### config.mk
export PLATFORM = sky130hd
export DESIGN_NAME = root_timer
export DESIGN_NICKNAME = d
export VERILOG_FILES = /design/src/rtl/rtmr_pkg.sv /design/src/rtl/rtmr_tick_sel.sv /design/src/rtl/rtmr_counter.sv /design/src/rtl/rtmr_irq.sv /design/src/rtl/root_timer.sv
export SDC_FILE = /design/constraint.sdc
export NUM_CORES = 1
export LEC_CHECK = 0
export BUFFER_PORTS_ARGS = -buffer_cell sky130_fd_sc_hd__buf_2
export CAP_MARGIN = 15
export CORE_UTILIZATION = 48
export CTS_CLUSTER_SIZE = 8
export DETAILED_ROUTE_END_ITERATION = 7
export PLACE_DENSITY_LB_ADDON = 0.12
export SETUP_SLACK_MARGIN = 0.02
export SLEW_MARGIN = 20
export SYNTH_ARGS = -nofsm -noshare
export SYNTH_HDL_FRONTEND = slang
export SYNTH_SLANG_ARGS = --single-unit
### constraint.sdc
create_clock -name clk -period 3 [get_ports clk]
set_input_delay 0.6 -clock clk [delete_from_list [all_inputs] [get_ports clk]]
set_output_delay 0.6 -clock clk [all_outputs]
set_load 0.05 [all_outputs]
### src/rtl/rtmr_pkg.sv
package rtmr_pkg;
  localparam int MODE_W = 16;

  typedef enum logic [1:0] {
    RA_COUNT  = 2'd0,
    RA_MODE   = 2'd1,
    RA_TARGET = 2'd2
  } reg_addr_e;

  // mode register bit positions
  localparam int MB_STOP    = 0;
  localparam int MB_RST_TGT = 3;
  localparam int MB_IRQ_TGT = 4;
  localparam int MB_IRQ_OVF = 5;
  localparam int MB_REPEAT  = 6;
  localparam int MB_EXT     = 8;
  localparam int MB_DIV     = 9;
  localparam int MB_EVENT   = 10;
  localparam int MB_HIT_TGT = 11;
  localparam int MB_HIT_OVF = 12;
  localparam int MB_CTRL_HI = 9;
endpackage

### src/rtl/rtmr_tick_sel.sv
module rtmr_tick_sel #(
  parameter int DIV  = 8,
  parameter int SYNC = 2
) (
  input  logic clk,
  input  logic rst,
  input  logic restart,
  input  logic stop,
  input  logic div_sel,
  input  logic ext_sel,
  input  logic ext_tick,
  output logic tick
);
  localparam int PW = (DIV > 1) ? $clog2(DIV) : 1;

  logic [SYNC-1:0] sync_q;
  logic            prev_q;
  logic            ext_edge;
  logic            div_tick;

  // prescaler for the divided time base
  generate
    if (DIV > 1) begin : g_div
      logic [PW-1:0] pre_q;
      always_ff @(posedge clk) begin
        if (rst || restart)
          pre_q <= '0;
        else if (pre_q == PW'(DIV - 1))
          pre_q <= '0;
        else
          pre_q <= pre_q + 1'b1;
      end
      assign div_tick = (pre_q == PW'(DIV - 1));
    end else begin : g_nodiv
      assign div_tick = 1'b1;
    end
  endgenerate

  // synchroniser chain for the external strobe
  genvar gi;
  generate
    for (gi = 0; gi < SYNC; gi++) begin : g_sync
      always_ff @(posedge clk) begin
        if (rst)
          sync_q[gi] <= 1'b0;
        else if (gi == 0)
          sync_q[gi] <= ext_tick;
        else
          sync_q[gi] <= sync_q[(gi > 0) ? gi - 1 : 0];
      end
    end
  endgenerate

  always_ff @(posedge clk) begin
    if (rst)
      prev_q <= 1'b0;
    else
      prev_q <= sync_q[SYNC-1];
  end

  assign ext_edge = sync_q[SYNC-1] & ~prev_q;

  always_comb begin
    if (stop)
      tick = 1'b0;
    else if (div_sel)
      tick = div_tick;
    else if (ext_sel)
      tick = ext_edge;
    else
      tick = 1'b1;
  end

  // divided ticks never come back to back
  assert_div_gap_R9: assert property (@(posedge clk) disable iff (rst)
    (DIV > 1 && div_sel && !stop && tick && !restart) |=> !div_tick);

  // one external edge yields a single tick
  assert_ext_single_R9: assert property (@(posedge clk) disable iff (rst)
    ext_edge |=> !ext_edge);
endmodule

### src/rtl/rtmr_counter.sv
module rtmr_counter #(
  parameter int CW = 16
) (
  input  logic          clk,
  input  logic          rst,
  input  logic          tick,
  input  logic          clear,
  input  logic          load,
  input  logic [CW-1:0] load_val,
  input  logic          rst_on_tgt,
  input  logic [CW-1:0] target,
  output logic [CW-1:0] cnt,
  output logic          ev_tgt,
  output logic          ev_ovf
);
  logic [CW-1:0] nxt;
  logic          at_top;
  logic          tgt_match;
  logic          step_ok;
  logic          snap;

  assign nxt       = cnt + 1'b1;
  assign at_top    = (cnt == {CW{1'b1}});
  assign tgt_match = (nxt == target) || (rst_on_tgt && (target == '0));
  assign step_ok   = tick && !clear && !load;
  assign snap      = rst_on_tgt && tgt_match;

  assign ev_tgt = step_ok && tgt_match;
  assign ev_ovf = step_ok && at_top && !snap;

  always_ff @(posedge clk) begin
    if (rst || clear)
      cnt <= '0;
    else if (load)
      cnt <= load_val;
    else if (tick)
      cnt <= snap ? '0 : nxt;
  end

  // plain advance by one
  assert_step_R2: assert property (@(posedge clk) disable iff (rst)
    (step_ok && !snap) |=> (cnt == $past(cnt) + 1'b1));

  // target reached with return-to-zero lands on zero
  assert_snap_zero_R3: assert property (@(posedge clk) disable iff (rst)
    (ev_tgt && rst_on_tgt) |=> (cnt == '0));

  // wrap event only from the top value, landing on zero
  assert_wrap_R2: assert property (@(posedge clk) disable iff (rst)
    ev_ovf |=> (cnt == '0 && $past(cnt) == {CW{1'b1}}));
endmodule

### src/rtl/rtmr_irq.sv
module rtmr_irq (
  input  logic clk,
  input  logic rst,
  input  logic rearm,
  input  logic repeat_en,
  input  logic en_tgt,
  input  logic en_ovf,
  input  logic ev_tgt,
  input  logic ev_ovf,
  output logic irq
);
  logic fired_q;
  logic want;
  logic fire;

  assign want = (en_tgt && ev_tgt) || (en_ovf && ev_ovf);
  assign fire = want && (repeat_en || !fired_q);

  always_ff @(posedge clk) begin
    if (rst) begin
      irq     <= 1'b0;
      fired_q <= 1'b0;
    end else begin
      irq <= fire;
      if (rearm)
        fired_q <= 1'b0;
      else if (fire)
        fired_q <= 1'b1;
    end
  end

  // once fired in one-shot mode, no further pulse until rearmed
  assert_oneshot_R6: assert property (@(posedge clk) disable iff (rst)
    (fired_q && !repeat_en && !rearm) |=> !irq);

  // a pulse always follows an enabled event
  assert_cause_R5: assert property (@(posedge clk) disable iff (rst)
    irq |-> $past(want));
endmodule

### src/rtl/root_timer.sv
module root_timer #(
  parameter int CW   = 16,
  parameter int DW   = 32,
  parameter int DIV  = 8,
  parameter int SYNC = 2
) (
  input  logic                clk,
  input  logic                rst,
  input  logic                wr_en,
  input  logic                rd_en,
  input  logic [1:0]          addr,
  input  logic [DW-1:0]       wdata,
  input  logic                ext_tick,
  output logic [rtmr_pkg::MODE_W-1:0] rdata,
  output logic                irq
);
  import rtmr_pkg::*;

  localparam int RW = MODE_W;

  logic [MODE_W-1:0] mode_q;
  logic [CW-1:0]     target_q;
  logic [CW-1:0]     cnt;
  logic              tick;
  logic              ev_tgt;
  logic              ev_ovf;
  logic              wr_cnt, wr_mode, wr_tgt, rd_mode;
  logic              unused_wdata_hi;

  assign unused_wdata_hi = ^wdata[DW-1:CW];

  assign wr_cnt  = wr_en && (addr == RA_COUNT);
  assign wr_mode = wr_en && (addr == RA_MODE);
  assign wr_tgt  = wr_en && (addr == RA_TARGET);
  assign rd_mode = rd_en && (addr == RA_MODE);

  rtmr_tick_sel #(.DIV(DIV), .SYNC(SYNC)) u_tick (
    .clk      (clk),
    .rst      (rst),
    .restart  (wr_mode),
    .stop     (mode_q[MB_STOP]),
    .div_sel  (mode_q[MB_DIV]),
    .ext_sel  (mode_q[MB_EXT]),
    .ext_tick (ext_tick),
    .tick     (tick)
  );

  rtmr_counter #(.CW(CW)) u_cnt (
    .clk        (clk),
    .rst        (rst),
    .tick       (tick),
    .clear      (wr_mode),
    .load       (wr_cnt),
    .load_val   (wdata[CW-1:0]),
    .rst_on_tgt (mode_q[MB_RST_TGT]),
    .target     (target_q),
    .cnt        (cnt),
    .ev_tgt     (ev_tgt),
    .ev_ovf     (ev_ovf)
  );

  rtmr_irq u_irq (
    .clk       (clk),
    .rst       (rst),
    .rearm     (wr_mode),
    .repeat_en (mode_q[MB_REPEAT]),
    .en_tgt    (mode_q[MB_IRQ_TGT]),
    .en_ovf    (mode_q[MB_IRQ_OVF]),
    .ev_tgt    (ev_tgt),
    .ev_ovf    (ev_ovf),
    .irq       (irq)
  );

  // mode register: control bits from writes, status bits from events
  always_ff @(posedge clk) begin
    if (rst) begin
      mode_q <= '0;
    end else if (wr_mode) begin
      mode_q <= {{(MODE_W-MB_CTRL_HI-1){1'b0}}, wdata[MB_CTRL_HI:0]};
    end else begin
      if (rd_mode) begin
        mode_q[MB_HIT_TGT] <= 1'b0;
        mode_q[MB_HIT_OVF] <= 1'b0;
      end
      if (ev_tgt) begin
        mode_q[MB_HIT_TGT] <= 1'b1;
        mode_q[MB_EVENT]   <= 1'b1;
      end
      if (ev_ovf) begin
        mode_q[MB_HIT_OVF] <= 1'b1;
        mode_q[MB_EVENT]   <= 1'b1;
      end
    end
  end

  always_ff @(posedge clk) begin
    if (rst)
      target_q <= '0;
    else if (wr_tgt)
      target_q <= wdata[CW-1:0];
  end

  // registered read port
  always_ff @(posedge clk) begin
    if (rst) begin
      rdata <= '0;
    end else if (rd_en) begin
      case (addr)
        RA_COUNT:  rdata <= RW'(cnt);
        RA_MODE:   rdata <= mode_q;
        RA_TARGET: rdata <= RW'(target_q);
        default:   rdata <= '0;
      endcase
    end
  end

  // a mode write restarts the count and drops status bits
  assert_modewr_R8: assert property (@(posedge clk) disable iff (rst)
    wr_mode |=> (cnt == '0 && mode_q[MODE_W-1:MB_EVENT] == '0));

  // count write takes the low bits of the data word
  assert_ldcnt_R12: assert property (@(posedge clk) disable iff (rst)
    wr_cnt |=> (cnt == $past(wdata[CW-1:0])));

  // every pulse is accompanied by the any-event status bit
  assert_irq_flag_R7: assert property (@(posedge clk) disable iff (rst)
    irq |-> mode_q[MB_EVENT]);

  // a stopped counter holds its value
  assert_stop_R10: assert property (@(posedge clk) disable iff (rst)
    (mode_q[MB_STOP] && !wr_cnt && !wr_mode) |=> (cnt == $past(cnt)));

  // a target write alone never disturbs a stopped count
  assert_tgtwr_R11: assert property (@(posedge clk) disable iff (rst)
    (wr_tgt && mode_q[MB_STOP]) |=> (cnt == $past(cnt)));

  // a mode read clears both flags unless a new event sets them
  assert_rdclr_R7: assert property (@(posedge clk) disable iff (rst)
    (rd_mode && !wr_mode && !ev_tgt && !ev_ovf) |=>
      (!mode_q[MB_HIT_TGT] && !mode_q[MB_HIT_OVF]));
endmodule

==> impl_metrics.ini, run 1 <==
[route]
wire_per_inst_microns = 17.6
vias = 3709
detail_route.iter0.violations = 275
drtAntennaViolNets = 0
vias_per_cell = 5.88
drc_errors = 0
first_pass_iters = 5
wirelength_microns = 11100

[final_layout]
fill_cells = 771
multiInputGateArea_sq_um = 2310
seqCellArea_sq_um = 1380
fin_cells = 631
fin_area_sq_um = 4420
mostFrequentLayoutCell = nand2_1
areaGrowthSynthToFinish_pct = 12.8
mostFrequentLayoutCells = 74 x nand2_1, 69 x dfxtp_1, 53 x a21oi_1
antennaDiodeCount = 0
finalNetCount = 566
drive_gt1_frac = 0.172

[worst_setup_path]
r2r_slack_ps = 310
path_cells = nand4_1 -> or2_1 -> o311ai_2 -> nand3_2 -> nor4_4 -> nor2_4 -> buf_4 -> a222oi_1 -> nand2_1
cp.arrival_ps = 2920
cp_slowest_stage_delay_ps = 510
cp-end-kind = flip-flop
criticalPathCategory = flip-flop to flip-flop
crit_path_start_kind = flip-flop
crit_path_max_fanout = 14
critPathSlowestCell = dfxtp_1
required_ps = 3240

[worst_hold_path]
hold_path_class = flip-flop to flip-flop

[power_and_ir_drop]
leakage_nw = 1.72
power_density_nw_per_um2 = 526
peakVddDrop_v = 0.000329

[yosys]
synth-xor-area-share = 0.0635
synth-edff-count = 0
synthMuxAreaShare = 0.0536
synth_seq_cells = 69
synth_top_family_by_area = simple AND/OR/NAND/NOR gates
yosys_warnings = 0
netlist_instances = 493
synth_ff_type = dfxtp_1
synth_adder_area_share = 0.00957
synthArstFlopShare = 0
syn-num-nets = 535
synth_area_sq_um = 3920
syn_avg_cell_area_sq_um = 7.96
ys_seq_area_frac = 0.352
synth_compound_area_frac = 0.191
ys_types = 64
synth_simple_gate_area_frac = 0.271

[floorplan]
start_util = 0.502
core_sq_um = 7810
io_pins = 56
floorplan.die_area_sq_um = 8540
rows = 32
fp.dieW_microns = 92.4
die_height_microns = 92.4

[sta]
finalSetupViolations = 0
slew_viol_final = 0
finalCritPeriodShare = 0.896
worstMarginPinSlew_ps = 1040
final.setup_skew_ps = 10.9
hold_viol_final = 0
fin_tns_setup_ps = 0
rsz0062_at_grt = no
fmax_mhz = 372
layout_setup_ws_ps = 313
period_minus_slack_ps = 2690
slew_headroom = 0.307
hold_slack_ps = 434

[placement]
io_buffers = 39
placed_area_sq_um = 4200
dp.cells = 615
place_congestion = 0.893
dp_hpwl_microns = 8300
place_ws_ps = 326

[clock_tree]
htree_levels = 3
cts_tree = built
postCtsHoldBufs = 0
cts-buffers-inserted = 9
clock_latency_ps = 350
cts-root-buf = clkbuf_8
post_cts_buffers = 0
cts_resized = 0
cts.clk_slew.worst_paths_ps = 80
cts_sinks = 69
cts.path.max_buffers = 2

[global_route]
grt_max_degree = 31
antenna_found_initial = 0
grt_pass1_vias = 3569
overflow = 0
globalRouteTotalUtil = 0.273
grt_pass1_wl_microns = 18200

[run_status]
outcome = completed

[run]
maxCapViolations = 0
path summary, 6_finish.rpt:
kind / from / to / cells past startpoint
worst max-delay path: u_cnt.cnt[2] / u_cnt.cnt[14] / 9
worst min register to register: u_tick.g_div.pre_q[0] / u_tick.g_div.pre_q[0] / 1
worst min-delay path: u_tick.g_div.pre_q[0] / u_tick.g_div.pre_q[0] / 1
worst max register to register: u_cnt.cnt[2] / u_cnt.cnt[14] / 9
critical path, delay by kind of cell, from the launching register on:
| kind | cells | cell delay [ps] |
|---|---|---|
| and+or+nand+nor | 6 | 1240 |
| buffers and inverters | 1 | 170 |
| DFF | 1 | 510 |
| AOI/OAI and AO/OA | 2 | 650 |
synthesized netlist by cell type, types with 10 or more instances:
cell type | instances | area share
nand4_1 | 11 | 0.018
o21ai_0 | 14 | 0.018
nand3_1 | 16 | 0.020
nor2_1 | 45 | 0.043
xor2_1 | 12 | 0.027
a211oi_1 | 13 | 0.025
mux2i_1 | 21 | 0.054
dfxtp_1 | 69 | 0.35
and2_1 | 10 | 0.016
clkbuf_1 | 21 | 0.020
a21oi_1 | 53 | 0.068
xnor2_1 | 12 | 0.027
nand2_1 | 74 | 0.071
power by group:
part / switching (mW) / internal, mW
clock network: 0.373 / 0.475
registers: 0.0690 / 0.965
logic: 0.265 / 0.179
metrics by stage:
stage / total power, mW / util
final: 2.33 / 0.567
after global routing: 2.42 / 0.567
after CTS: 2.34 / 0.567
after detailed placement: 1.50 / 0.538
after global placement: 1.48 / 0.538
after floorplan: 1.37 / -
state kept, by name (all words and copies together) (netlist names):
name	count
rdata	16
target_q	16
u_irq.fired_q	1
mode_q	13
u_tick.g_div.pre_q	3
u_tick.sync_q	2
u_tick.prev_q	1
u_irq.irq	1
u_cnt.cnt	16
kinds of logic (layout without fill, tap and decap cells):
family                     Yosys count  count (layout)
and+or+nand+nor                    210             210
AOI/OAI and AO/OA                  117             117
DFF                                 69              69
buffers and inverters               47              83
xor gates and xnor gates            26              26
muxes                               21              21
adders and majority gates            3               3
final cells by class:
class,count,area share
multi-input cells,377,0.521
flip-flops and latches,69,0.312
repair buffers,62,0.0831
clock buffers,10,0.0288
well taps,102,0.0288
clock inverters,6,0.0212
inverters,5,0.00424
per-layer routing:
layer | track usage | part of all wire | wire length, microns
met5 | 0 | 0 | 0
met4 | 0.0964 | 0.021 | 235
met3 | 0.0353 | 0.042 | 461
met2 | 0.459 | 0.48 | 5310
met1 | 0.357 | 0.46 | 5100
Note: power is estimated with default switching activity, not from simulation.
==> run 2, diff against run 1 <==
--- a/config.mk
+++ b/config.mk
@@ -7,7 +7,7 @@
 export LEC_CHECK = 0
 export BUFFER_PORTS_ARGS = -buffer_cell sky130_fd_sc_hd__buf_2
 export CAP_MARGIN = 15
-export CORE_UTILIZATION = 48
+export CORE_UTILIZATION = 50
 export CTS_CLUSTER_SIZE = 8
 export DETAILED_ROUTE_END_ITERATION = 7
 export PLACE_DENSITY_LB_ADDON = 0.12
==> impl_metrics.ini, run 2 (synthesis gave the netlist of run 1 again) <==
[worst_setup_path]
r2r_slack_ps = 250
cp-end-kind = flip-flop
crit_path_start_kind = flip-flop
path_cells = and3_1 -> nand4_1 -> a221o_1 -> o2111ai_1 -> nor4_4 -> nor2_4 -> nand3_1 -> o21ai_0
required_ps = 3270
cp.arrival_ps = 3020
cp_top_family = simple AND/OR/NAND/NOR gates
critPathSlowestCell = dfxtp_1
r2r_cells = 8
crit_cells = 8
crit_path_max_fanout = 16
cp_slowest_stage_delay_ps = 530
criticalPathCategory = flip-flop to flip-flop
path_buf_inv = 0

[route]
first_pass_iters = 5
detail_route.iter0.violations = 284
vias = 3734
vias_per_cell = 5.98
wire_per_inst_microns = 18.0
wirelength_microns = 11300
drtAntennaViolNets = 0
drc_errors = 0

[final_layout]
multiInputGateArea_sq_um = 2310
fill_cells = 708
drive_gt1_frac = 0.168
mostFrequentLayoutCells = 74 x nand2_1, 69 x dfxtp_1, 53 x a21oi_1
mostFrequentLayoutCell = nand2_1
finalNetCount = 563
antennaDiodeCount = 0
reg.largest.list = rdata: 16 flops, target_q: 16 flops, u_cnt.cnt: 16 flops
seqCellArea_sq_um = 1380
areaGrowthSynthToFinish_pct = 12.5

[clock_tree]
cts-buffers-inserted = 9
cts.path.max_buffers = 2
cts.clk_slew.worst_paths_ps = 80
htree_levels = 3
clock_latency_ps = 350
cts_sinks = 69
cts-root-buf = clkbuf_8
cts_tree = built
post_cts_buffers = 0
cts_resized = 0
postCtsHoldBufs = 0

[sta]
slew_headroom = 0.232
fin_tns_setup_ps = 0
layout_setup_ws_ps = 245
hold_viol_final = 0
finalCritPeriodShare = 0.918
rsz0062_at_grt = no
slew_viol_final = 0
fmax_mhz = 363
period_minus_slack_ps = 2750
final.setup_skew_ps = 8.01
hold_slack_ps = 437
finalSetupViolations = 0
worstMarginPinSlew_ps = 1150

[power_and_ir_drop]
peakVddDrop_v = 0.000260
leakage_nw = 1.71
power_density_nw_per_um2 = 545

[global_route]
antenna_found_initial = 0
globalRouteTotalUtil = 0.284
grt_max_degree = 47
grt_pass1_vias = 3474
overflow = 0
grt_pass1_wl_microns = 18300

[floorplan]
rows = 31
die_height_microns = 90.6
core_sq_um = 7410
io_pins = 56
fp.dieW_microns = 90.6
start_util = 0.529
floorplan.die_area_sq_um = 8200

[placement]
place_congestion = 0.937
dp_hpwl_microns = 8020
place_ws_ps = 285
io_buffers = 39

[run_status]
outcome = completed

[run]
maxCapViolations = 0

[worst_hold_path]
worstHoldPathCells = 1
hold_path_class = flip-flop to flip-flop
[run 2: changes by cell type in the layout (fill, tap and decap cells not counted)]
| cell | before | now |
|---|---|---|
| buf_4 | 23 | 20 |
| bufinv_16 | 2 | 3 |
| clkbuf_1 | 1 | 0 |
| clkinv_2 | 0 | 1 |
| clkinv_4 | 1 | 0 |
| inv_6 | 2 | 1 |
[run 2: path summary, 6_finish.rpt]
path                      endpoint                  start
max                   u_cnt.cnt[5]           u_cnt.cnt[3]
min          u_tick.g_div.pre_q[0]  u_tick.g_div.pre_q[0]
max reg2reg           u_cnt.cnt[5]           u_cnt.cnt[3]
min reg2reg  u_tick.g_div.pre_q[0]  u_tick.g_div.pre_q[0]
[run 2: per-stage QoR]
| stage | utilization | std cells | instance area (sq um) | total power [mW] |
|---|---|---|---|---|
| floorplan | - | 493 | 3920 | 1.37 |
| global placement | 0.564 | 609 | 4180 | 1.48 |
| detailed placement | 0.564 | 609 | 4180 | 1.49 |
| CTS | 0.596 | 624 | 4410 | 2.41 |
| global route | 0.596 | 624 | 4410 | 2.49 |
| finish | 0.596 | 624 | 4410 | 2.40 |
[run 2: layout make-up]
| class | count | share of cell area |
|---|---|---|
| clock inverter | 6 | 0.0252 |
| tap | 99 | 0.0281 |
| multi-input combinational | 377 | 0.523 |
| sequential | 69 | 0.313 |
| clock buffer | 9 | 0.0281 |
| timing repair buffer | 59 | 0.0783 |
| inverter | 5 | 0.00425 |
[run 2: power breakdown]
part           leakage, nW  internal (mW)  total [mW]  switching [mW]
clock network        0.116          0.549       0.930           0.381
logic                 1.04          0.176       0.442           0.266
registers            0.563          0.965        1.03          0.0652
[run 2: routing by layer]
| layer | global-route usage | wire (microns) | vias to the layer above |
|---|---|---|---|
| li1 | - | - | 1794 |
| met1 | 0.380 | 5240 | 1788 |
| met2 | 0.467 | 5230 | 132 |
| met3 | 0.0421 | 562 | 20 |
| met4 | 0.0941 | 217 | 0 |
| met5 | 0 | 0 | - |
==> run 3, diff against run 2 <==
--- a/config.mk
+++ b/config.mk
@@ -15,4 +15,5 @@
 export SLEW_MARGIN = 20
 export SYNTH_ARGS = -nofsm -noshare
 export SYNTH_HDL_FRONTEND = slang
+export SYNTH_HIERARCHICAL = 1
 export SYNTH_SLANG_ARGS = --single-unit
==> impl_metrics.ini, run 3 <==
[sta]
hold_slack_ps = 444
hold_viol_final = 0
fmax_mhz = 358
rsz0062_at_grt = no
worstMarginPinSlew_ps = 823
final.setup_skew_ps = 11.4
period_minus_slack_ps = 2790
slew_viol_final = 0
finalSetupViolations = 0
finalCritPeriodShare = 0.930
slew_headroom = 0.450

[final_layout]
drive_gt1_frac = 0.235
fin_area_sq_um = 4390
fill_cells = 712
finalNetCount = 548
final_core_util = 0.605
reg.largest.list = rdata: 16 flops, target_q: 16 flops, u_cnt/cnt: 16 flops
antennaDiodeCount = 0
areaGrowthSynthToFinish_pct = 16.4
fin_cells = 610
mostFrequentLayoutCells = 77 x nand2_1, 68 x dfxtp_1, 41 x a21oi_1
mostFrequentLayoutCell = nand2_1

[yosys]
synth_area_sq_um = 3770
yosys-top-cells-area = dfxtp_1 37%, nand2_1 7.7%, a21oi_1 5.4%
synth-edff-count = 0
ys_types = 57
synth.most_common_cell = nand2_1
syn_avg_cell_area_sq_um = 8.23
syn-num-nets = 500
synth_common_cells = 77 x nand2_1, 69 x dfxtp_1, 41 x a21oi_1
synthArstFlopShare = 0
synth_ff_type = dfxtp_1
ys_seq_area_frac = 0.367
netlist_instances = 458
synth_top_area_cell = dfxtp_1
yosys_warnings = 6
synth.top_cell.area_share = 0.367
synth_seq_cells = 69

[worst_setup_path]
crit_path_start_kind = flip-flop
critPathSlowestCell = nor3_1
cp_top_family = simple AND/OR/NAND/NOR gates
r2r_slack_ps = 210
cp_slowest_stage_delay_ps = 420
cp-end-kind = flip-flop
r2r_end = u_cnt/cnt[8]
path_cells = ha_1 -> nand3_1 -> nor3_1 -> xnor2_1 -> nand4b_1 -> nor4_2 -> nor2_2 -> buf_4 -> a32oi_1 -> o22ai_1
path_buf_inv = 1
criticalPathCategory = flip-flop to flip-flop
r2r_cells = 10
crit_path_max_fanout = 12
rr_startpoint = u_cnt/cnt[1]
cp.arrival_ps = 3020
required_ps = 3230

[clock_tree]
cts.clk_slew.worst_paths_ps = 80
cts-buffers-inserted = 9
cts.path.max_buffers = 2
post_cts_buffers = 0
htree_levels = 3
clock_latency_ps = 360
cts-root-buf = clkbuf_8
cts_sinks = 69
cts_tree = built

[global_route]
grt_max_degree = 53
grt_pass1_vias = 3225
globalRouteTotalUtil = 0.282
overflow = 0
grt_pass1_wl_microns = 16400
antenna_found_initial = 0

[route]
first_pass_iters = 5
detail_route.iter0.violations = 241
wirelength_microns = 10300
drtAntennaViolNets = 0
wire_per_inst_microns = 16.9
vias = 3498
drc_errors = 0
vias_per_cell = 5.73

[placement]
place_congestion = 0.942
placed_area_sq_um = 4140
io_buffers = 39
dp_hpwl_microns = 7390
dp.cells = 594

[worst_hold_path]
hold_path_class = flip-flop to flip-flop
min_to = u_tick/g_div.pre_q[0]
worstHoldPathCells = 1
hp-start = u_tick/g_div.pre_q[0]

[floorplan]
fp.dieW_microns = 88.8
die_height_microns = 88.8
start_util = 0.520
core_sq_um = 7250
floorplan.die_area_sq_um = 7890
rows = 31
io_pins = 56

[power_and_ir_drop]
peakVddDrop_v = 0.000344
power_density_nw_per_um2 = 499
power_frac_comb = 0.160
power_mw = 2.19
p_switching_uw = 632
p_clk_frac = 0.389
swShare = 0.288
leakage_nw = 1.66
p_int_mw = 1.56
seqPwrFrac = 0.451

[run_status]
outcome = completed

[run]
maxCapViolations = 0
==> run 3: how the worst max path moves through the flow <==
stage	depth (start not counted)	startpoint	to
global route	9	u_cnt/cnt[2]	u_cnt/cnt[8]
detailed placement	11	u_cnt/cnt[1]	u_irq/fired_q
global placement	11	u_cnt/cnt[1]	u_irq/fired_q
CTS	11	u_cnt/cnt[1]	u_irq/fired_q
floorplan	13	u_tick/g_div.pre_q[0]	u_irq/fired_q
finish	10	u_cnt/cnt[1]	u_cnt/cnt[8]
==> run 3: final cells by class <==
class                      count  area [sq um]  area share
timing repair buffer          67           405      0.0924
clock inverter                 7          98.8      0.0225
inverter                      12          45.0      0.0103
clock buffer                   9           124      0.0282
tap                           99           124      0.0282
sequential                    69          1380       0.315
multi-input combinational    347          2210       0.503
==> run 3: cells by family after synthesis <==
group | Yosys count | share of synthesized area
adder cells (fa/ha/maj) | 3 | 0.00996
flip-flops | 69 | 0.367
multiplexers | 17 | 0.0461
AO/OA/AOI/OAI | 97 | 0.186
buffers and inverters | 42 | 0.0551
AND/OR/NAND/NOR | 201 | 0.267
XOR/XNOR | 29 | 0.0694
==> run 3: repair_timing <==
| action | 4_1_cts | 5_1_grt |
|---|---|---|
| hold buffers | 0 | 0 |
| setup endpoints to repair | 1 | 6 |
| pin swaps | 0 | 2 |
| gates cloned | 0 | 0 |
| resized for setup | 1 | 5 |
==> run 3: routing by layer <==
layer / track usage / vias to the layer above / part of all wire
met5: 0 / - / 0
met1: 0.368 / 1646 / 0.46
met3: 0.0410 / 18 / 0.047
met2: 0.464 / 120 / 0.48
met4: 0.120 / 0 / 0.018
li1: - / 1714 / -
==> run 3: power groups by stage <==
| stage | clock network, mW | registers, mW | logic (mW) |
|---|---|---|---|
| 2_1_floorplan | 0 | 1.04 | 0.208 |
| 3_3_place_gp | 0 | 1.01 | 0.340 |
| 3_5_place_dp | 0 | 1.01 | 0.343 |
| 4_1_cts | 0.871 | 0.987 | 0.346 |
| 5_1_grt | 0.903 | 0.993 | 0.380 |
| 6_report | 0.853 | 0.988 | 0.350 |
==> run 3: stage by stage <==
step / TNS [ps] / setup WS [ps]
2_1_floorplan: 0 / 317
3_3_place_gp: -4.66 / -4.66
3_5_place_dp: 0 / 16.9
4_1_cts: 0 / 55.1
5_1_grt: 0 / 54.3
6_report: 0 / 209
